===== config.mk =====
export PLATFORM = sky130hd
export DESIGN_NAME = gpio_bank
export DESIGN_NICKNAME = d
export VERILOG_FILES = /design/src/rtl/gpio_bank_pkg.sv /design/src/rtl/gpio_bank_ctrl.sv /design/src/rtl/gpio_bank_dpath.sv /design/src/rtl/gpio_bank.sv
export SDC_FILE = /design/constraint.sdc
export NUM_CORES = 1
export LEC_CHECK = 0
export BUFFER_PORTS_ARGS = -buffer_cell sky130_fd_sc_hd__buf_2
export CAP_MARGIN = 0
export CORE_ASPECT_RATIO = 1.1
export CORE_MARGIN = 3
export CORE_UTILIZATION = 58
export CTS_CLUSTER_DIAMETER = 150
export CTS_CLUSTER_SIZE = 12
export DETAILED_ROUTE_END_ITERATION = 16
export PLACE_DENSITY = 0.8
export SYNTH_ARGS = -nofsm -noshare
export SYNTH_HDL_FRONTEND = slang
export SYNTH_SLANG_ARGS = --single-unit

===== constraint.sdc =====
create_clock -name clk -period 2.8 [get_ports clk]
set_input_delay 0.28 -clock clk [delete_from_list [all_inputs] [get_ports clk]]
set_output_delay 0.28 -clock clk [all_outputs]
set_load 0.005 [all_outputs]

===== src/rtl/gpio_bank_pkg.sv =====
package gpio_bank_pkg;

  localparam int BUS_W = 32;

  // Register update kinds produced by the decoder
  typedef enum logic [2:0] {
    OP_NONE,
    OP_WRITE,
    OP_SET,
    OP_CLEAR,
    OP_FLIP
  } regOp_e;

  // Read data sources
  typedef enum logic [2:0] {
    SRC_ZERO,
    SRC_CORE_ID,
    SRC_PINS,
    SRC_OUT,
    SRC_OE
  } readSrc_e;

  // Strobes handed from control to datapath, one set per core port
  typedef struct packed {
    regOp_e   outOp;
    regOp_e   oeOp;
    logic     rdEn;
    readSrc_e rdSrc;
  } coreStrobe_t;

  // Word groups inside the register window (address bits above the alias bits)
  localparam int GROUP_MISC = 0;  // core id, pins, two reserved words
  localparam int GROUP_OUT  = 1;  // output value and its three aliases
  localparam int GROUP_OE   = 2;  // output enable and its three aliases

  // Update operation applied to one register value
  function automatic logic [BUS_W-1:0] applyOp(regOp_e op, logic [BUS_W-1:0] cur,
                                               logic [BUS_W-1:0] data);
    logic [BUS_W-1:0] res;
    case (op)
      OP_WRITE: res = data;
      OP_SET:   res = cur | data;
      OP_CLEAR: res = cur & ~data;
      OP_FLIP:  res = cur ^ data;
      default:  res = cur;
    endcase
    return res;
  endfunction

endpackage


===== src/rtl/gpio_bank_ctrl.sv =====
module gpio_bank_ctrl
  import gpio_bank_pkg::*;
#(
  parameter int NUM_CORES = 2,
  parameter int ADDR_W    = 6
) (
  input  logic [NUM_CORES-1:0]        busSel,
  input  logic [NUM_CORES-1:0]        busWr,
  input  logic [NUM_CORES*ADDR_W-1:0] busAddr,
  output coreStrobe_t [NUM_CORES-1:0] strobes
);

  localparam int WORD_W  = ADDR_W - 2;
  localparam int GROUP_W = WORD_W - 2;

  function automatic coreStrobe_t decodePort(logic sel, logic wr, logic [ADDR_W-1:0] addr);
    coreStrobe_t s;
    regOp_e      aliasOp;
    logic [GROUP_W-1:0] group;
    logic [1:0]  slot;
    logic        aligned;

    s       = '{outOp: OP_NONE, oeOp: OP_NONE, rdEn: 1'b0, rdSrc: SRC_ZERO};
    slot    = addr[3:2];
    group   = addr[ADDR_W-1:4];
    aligned = (addr[1:0] == 2'b00);

    case (slot)
      2'd0:    aliasOp = OP_WRITE;
      2'd1:    aliasOp = OP_SET;
      2'd2:    aliasOp = OP_CLEAR;
      default: aliasOp = OP_FLIP;
    endcase

    if (sel && !wr) begin
      s.rdEn = 1'b1;
      if (aligned) begin
        if (group == GROUP_W'(GROUP_OUT)) begin
          s.rdSrc = SRC_OUT;
        end else if (group == GROUP_W'(GROUP_OE)) begin
          s.rdSrc = SRC_OE;
        end else if (group == GROUP_W'(GROUP_MISC)) begin
          if (slot == 2'd0)      s.rdSrc = SRC_CORE_ID;
          else if (slot == 2'd1) s.rdSrc = SRC_PINS;
        end
      end
    end else if (sel && wr && aligned) begin
      if (group == GROUP_W'(GROUP_OUT))     s.outOp = aliasOp;
      else if (group == GROUP_W'(GROUP_OE)) s.oeOp  = aliasOp;
    end
    return s;
  endfunction

  for (genvar c = 0; c < NUM_CORES; c++) begin : g_port
    always_comb begin
      strobes[c] = decodePort(busSel[c], busWr[c], busAddr[c*ADDR_W +: ADDR_W]);
    end
  end

endmodule


===== src/rtl/gpio_bank_dpath.sv =====
module gpio_bank_dpath
  import gpio_bank_pkg::*;
#(
  parameter int NUM_CORES   = 2,
  parameter int PIN_W       = 30,
  parameter int SYNC_STAGES = 2
) (
  input  logic                        clk,
  input  logic                        rstN,
  input  coreStrobe_t [NUM_CORES-1:0] strobes,
  input  logic [NUM_CORES*BUS_W-1:0]  busWdata,
  output logic [NUM_CORES*BUS_W-1:0]  busRdata,
  input  logic [PIN_W-1:0]            padIn,
  output logic [PIN_W-1:0]            padOut,
  output logic [PIN_W-1:0]            padOe
);

  logic [PIN_W-1:0] outReg, oeReg;
  logic [PIN_W-1:0] outNext, oeNext;
  logic [PIN_W-1:0] syncQ [SYNC_STAGES];

  // Ordered composition: port 0 first, then each higher port on its result
  always_comb begin
    logic [BUS_W-1:0] outAcc, oeAcc;
    outAcc = BUS_W'(outReg);
    oeAcc  = BUS_W'(oeReg);
    for (int c = 0; c < NUM_CORES; c++) begin
      outAcc = applyOp(strobes[c].outOp, outAcc, busWdata[c*BUS_W +: BUS_W]);
      oeAcc  = applyOp(strobes[c].oeOp,  oeAcc,  busWdata[c*BUS_W +: BUS_W]);
    end
    outNext = outAcc[PIN_W-1:0];
    oeNext  = oeAcc[PIN_W-1:0];
  end

  if (PIN_W < BUS_W) begin : g_unused
    logic [NUM_CORES-1:0] unusedWdataHi;
    for (genvar c = 0; c < NUM_CORES; c++) begin : g_c
      assign unusedWdataHi[c] = ^busWdata[c*BUS_W+PIN_W +: BUS_W-PIN_W];
    end
  end

  always_ff @(posedge clk or negedge rstN) begin
    if (!rstN) begin
      outReg <= '0;
      oeReg  <= '0;
    end else begin
      outReg <= outNext;
      oeReg  <= oeNext;
    end
  end

  // Input synchronizer chain
  for (genvar s = 0; s < SYNC_STAGES; s++) begin : g_sync
    always_ff @(posedge clk or negedge rstN) begin
      if (!rstN)       syncQ[s] <= '0;
      else if (s == 0) syncQ[s] <= padIn;
      else             syncQ[s] <= syncQ[(s == 0) ? 0 : s-1];
    end
  end

  // Per-port registered read data
  for (genvar c = 0; c < NUM_CORES; c++) begin : g_read
    logic [BUS_W-1:0] rdMux;
    always_comb begin
      case (strobes[c].rdSrc)
        SRC_CORE_ID: rdMux = BUS_W'(c);
        SRC_PINS:    rdMux = BUS_W'(syncQ[SYNC_STAGES-1]);
        SRC_OUT:     rdMux = BUS_W'(outReg);
        SRC_OE:      rdMux = BUS_W'(oeReg);
        default:     rdMux = '0;
      endcase
    end
    always_ff @(posedge clk or negedge rstN) begin
      if (!rstN)                busRdata[c*BUS_W +: BUS_W] <= '0;
      else if (strobes[c].rdEn) busRdata[c*BUS_W +: BUS_W] <= rdMux;
    end
  end

  // Pad drive, one slice per pin
  for (genvar p = 0; p < PIN_W; p++) begin : g_pad
    assign padOe[p]  = oeReg[p];
    assign padOut[p] = oeReg[p] ? outReg[p] : 1'b0;
  end

endmodule


===== src/rtl/gpio_bank.sv =====
module gpio_bank
  import gpio_bank_pkg::*;
#(
  parameter int NUM_CORES = 2,
  parameter int PIN_W     = 30,
  parameter int ADDR_W    = 6
) (
  input  logic                        clk,
  input  logic                        rstN,
  input  logic [NUM_CORES-1:0]        busSel,
  input  logic [NUM_CORES-1:0]        busWr,
  input  logic [NUM_CORES*ADDR_W-1:0] busAddr,
  input  logic [NUM_CORES*BUS_W-1:0]  busWdata,
  output logic [NUM_CORES*BUS_W-1:0]  busRdata,
  input  logic [PIN_W-1:0]            padIn,
  output logic [PIN_W-1:0]            padOut,
  output logic [PIN_W-1:0]            padOe
);

  coreStrobe_t [NUM_CORES-1:0] strobes;

  gpio_bank_ctrl #(
    .NUM_CORES(NUM_CORES),
    .ADDR_W   (ADDR_W)
  ) ctrl_i (
    .busSel (busSel),
    .busWr  (busWr),
    .busAddr(busAddr),
    .strobes(strobes)
  );

  gpio_bank_dpath #(
    .NUM_CORES  (NUM_CORES),
    .PIN_W      (PIN_W),
    .SYNC_STAGES(2)
  ) dpath_i (
    .clk     (clk),
    .rstN    (rstN),
    .strobes (strobes),
    .busWdata(busWdata),
    .busRdata(busRdata),
    .padIn   (padIn),
    .padOut  (padOut),
    .padOe   (padOe)
  );

endmodule


==> reports/metrics.yaml <==
critical_path:
  worstPathArrival_ps: 2990
  worstSetupStartpointType: "primary input"
  required_ps: 3100
  critPathKind: "primary input to flip-flop"
  end_kind: "flip-flop"
  cp_max_fo: 9
routing:
  wl_met3_um: 4955
  viasPerCell: 6.709
  via_count: 13680
  wl_met1_um: 17100
  highest_layer: "met5"
  met2WireLength_um: 21230
  wl_um: 45560
  drt-initial-drc-count: 1700
  wire_per_inst_um: 22.34
  ant_nets: 0
  first_pass_iters: 9
  drc_errors: 0
cts:
  clock_path_buffers: 2
  ctsHoldBuffers: 31
  cts_buffers: 17
  post-cts-setup-buffers: 0
  clkSinkCount: 180
  htreeDepth: 4
  path_clk_slew_ps: 80
  clockRootBuffer: "clkbuf_16"
  ctsResizeCount: 0
  cts_tree: "done"
  clkLatencyLatePin_ps: 440
die:
  die-height_um: 165.5
  ios: 236
  std_cell_rows: 57
  dieArea_sq_um: 24980
  core_area_sq_um: 22390
  fp.dieW_um: 151.0
  start_util_pct: 59.87
logic_synthesis:
  synth-async-reset-ratio_pct: 100.0
  synthCells: 1446
  synth-seq-area-share_pct: 33.60
  yosys_warnings: 0
  ys_ff_latch: 180
  yosysUniqueCellTypes: 54
  syn_area_sq_um: 13410
  synth_flop_cell: "dfrtp_1"
  synth-edff-count: 0
  avgSynthCellArea_sq_um: 9.272
layout:
  nFillCells: 1599
  fin_nets: 2017
  layout-drive-gt1-share_pct: 26.49
  area_growth_pct: 23.04
placement:
  port_buffers: 227
  gp_congestion: 0.8932
  dp_hpwl_um: 29630
  place_ws_ps: -156.0
sta:
  grt_setup_unrepaired: "false"
  tightest_slew_ps: 1127
  final-setup-viol-count: 0
  postLayoutSetupSlackWorst_ps: 112.2
  finClkSkew_ps: 8.791
  fin_crit_sh_pct: 95.99
  post-route-min-period_ps: 2688
  hold_viol: 0
  slew_headroom_pct: 24.68
  max_freq_mhz: 372.1
  slew_violations: 0
outcome:
  status: "completed"
pwr:
  p_leak_nw: 8.104
  p_per_area_nw_per_um2: 570.2
  ir_worst_vdd_v: 0.0003835
  totalPowerFinal_mw: 9.406
global_routing:
  antenna_found_initial: 16
  grt_pass1_vias: 13800
  overflow: 0
  grt_usage_pct: 35.75
  grt_pass1_wl_um: 70590
  grt_max_degree: 73
flow_run:
  cap_viol_max_count: 0
worst_hold_path:
  hp-class: "primary input to flip-flop"
## stage by stage
step | util (%) | setup TNS, ps | std cells | hold WS, ps | cell area (sq um)
after floorplan | - | 0 | 1449 | -15.59 | 13420
after global placement | 69.52 | -476.5 | 1962 | 331.2 | 15570
after detailed placement | 69.52 | -2388 | 1962 | 334.7 | 15570
after CTS | 73.49 | 0 | 2024 | 157.5 | 16460
after global routing | 73.61 | 0 | 2034 | 179.8 | 16480
final | 73.66 | 0 | 2039 | 171.4 | 16500
## metal layers
| layer | track usage [%] | vias to the layer above |
|---|---|---|
| met3 | 7.560 | 202 |
| met2 | 58.84 | 918 |
| met1 | 43.86 | 6563 |
| met4 | 19.46 | 10 |
| li1 | - | 5987 |
| met5 | 0 | - |
## layout make-up
| class | instances | area (sq um) | share of cell area, % |
|---|---|---|---|
| multi-input cells | 985 | 7831 | 47.47 |
| flip-flops and latches | 180 | 4504 | 27.31 |
| repair buffers | 384 | 2614 | 15.85 |
| inverters | 149 | 559.3 | 3.390 |
| clock buffers | 19 | 432.9 | 2.624 |
| well taps | 295 | 369.1 | 2.238 |
| clock inverters | 12 | 147.6 | 0.8950 |
| diodes | 15 | 37.54 | 0.2275 |
## worst max-delay path, stage by stage
cell and delay, ps:
buf_2 130, inv_1 80, ha_2 340, or4_1 670
buf_4 270, a41oi_1 310, a31oi_4 70, ha_1 290
nor2_1 40, a221oi_1 350, o2bb2ai_1 160
## path summary, 6_finish.rpt
| kind | start | to | slack [ps] | depth (start not counted) |
|---|---|---|---|---|
| worst max-delay path | busAddr[2] | dpath_i.padOe[4]$_DFF_PN0_ | 110 | 11 |
| worst min-delay path | busWdata[57] | dpath_i.outReg[25]$_DFF_PN0_ | 170 | 3 |
| worst max register to register | dpath_i.padOe[21]$_DFF_PN0_ | dpath_i.padOe[21]$_DFF_PN0_ | 280 | 10 |
| worst min register to register | dpath_i.syncQ[32]$_DFF_PN0_ | dpath_i.syncQ[2]$_DFF_PN0_ | 350 | 0 |
| max in group asynchronous | rstN | dpath_i.padOe[24]$_DFF_PN0_ | 1640 | 3 |
| min in group asynchronous | rstN | dpath_i.syncQ[11]$_DFF_PN0_ | 420 | 2 |
## synthesized netlist by cell type (all sizes together) (3+ instances only)
cell type	instances	area, sq um
a221o	31	310.3
a41oi	25	219.0
inv	149	559.3
o31ai	21	157.7
nor4b	4	65.07
or4b	21	210.2
a222oi	29	290.3
nor3b	3	22.52
o22ai	36	225.2
nor3	3	15.01
nor2	125	469.2
ha	188	2352
a211oi	34	260.3
a221oi	60	525.5
a32o	34	340.3
o2bb2ai	38	332.8
clkbuf	93	349.1
a32oi	25	219.0
buf	42	252.7
dfrtp	180	4504
mux2	25	281.5
nand3	25	125.1
a21oi	66	330.3
nand4	4	37.53
a31oi	26	192.7
nor2b	3	18.77
o21ai	36	180.2
nand2	94	352.8
## kinds of logic (layout without fill, tap and decap cells)
| family | after synthesis | after routing | synth area share [%] |
|---|---|---|---|
| and+or+nand+nor | 301 | 301 | 10.96 |
| other | 1 | 19 | 0.02797 |
| AOI/OAI and AO/OA | 466 | 466 | 27.04 |
| DFF | 180 | 180 | 33.60 |
| adders and majority gates | 188 | 188 | 17.55 |
| buffers and inverters | 284 | 564 | 8.661 |
| muxes | 26 | 26 | 2.175 |
## registers in the layout, indices dropped and copies added (netlist names)
name              flops
dpath_i.busRdata     60
dpath_i.syncQ        60
dpath_i.outReg       30
dpath_i.padOe        30
## cell usage in the layout, fill, tap and decap left out, types with 15 or more instances in the layout
master	count
a211oi_1	33
o2bb2ai_1	38
nand2_1	94
buf_4	109
dlygate4sd3_1	31
a32oi_1	25
o31ai_1	21
a41oi_1	25
nor2_1	123
a222oi_1	29
a32o_1	34
a221o_1	31
a21oi_1	66
ha_1	187
clkbuf_16	17
or4b_2	21
diode_2	15
buf_12	17
o21ai_0	36
buf_2	226
mux2_2	25
a31oi_1	24
a221oi_1	60
inv_1	149
nand3_1	25
o22ai_1	36
dfrtp_1	180
## where the power goes
group | leakage [nW] | internal, mW | switching (mW)
Sequential | 2.22 | 3.01 | 0.597
Combinational | 5.61 | 1.54 | 1.78
Clock | 0.282 | 1.33 | 1.15
(Power assumes the default switching activity.)
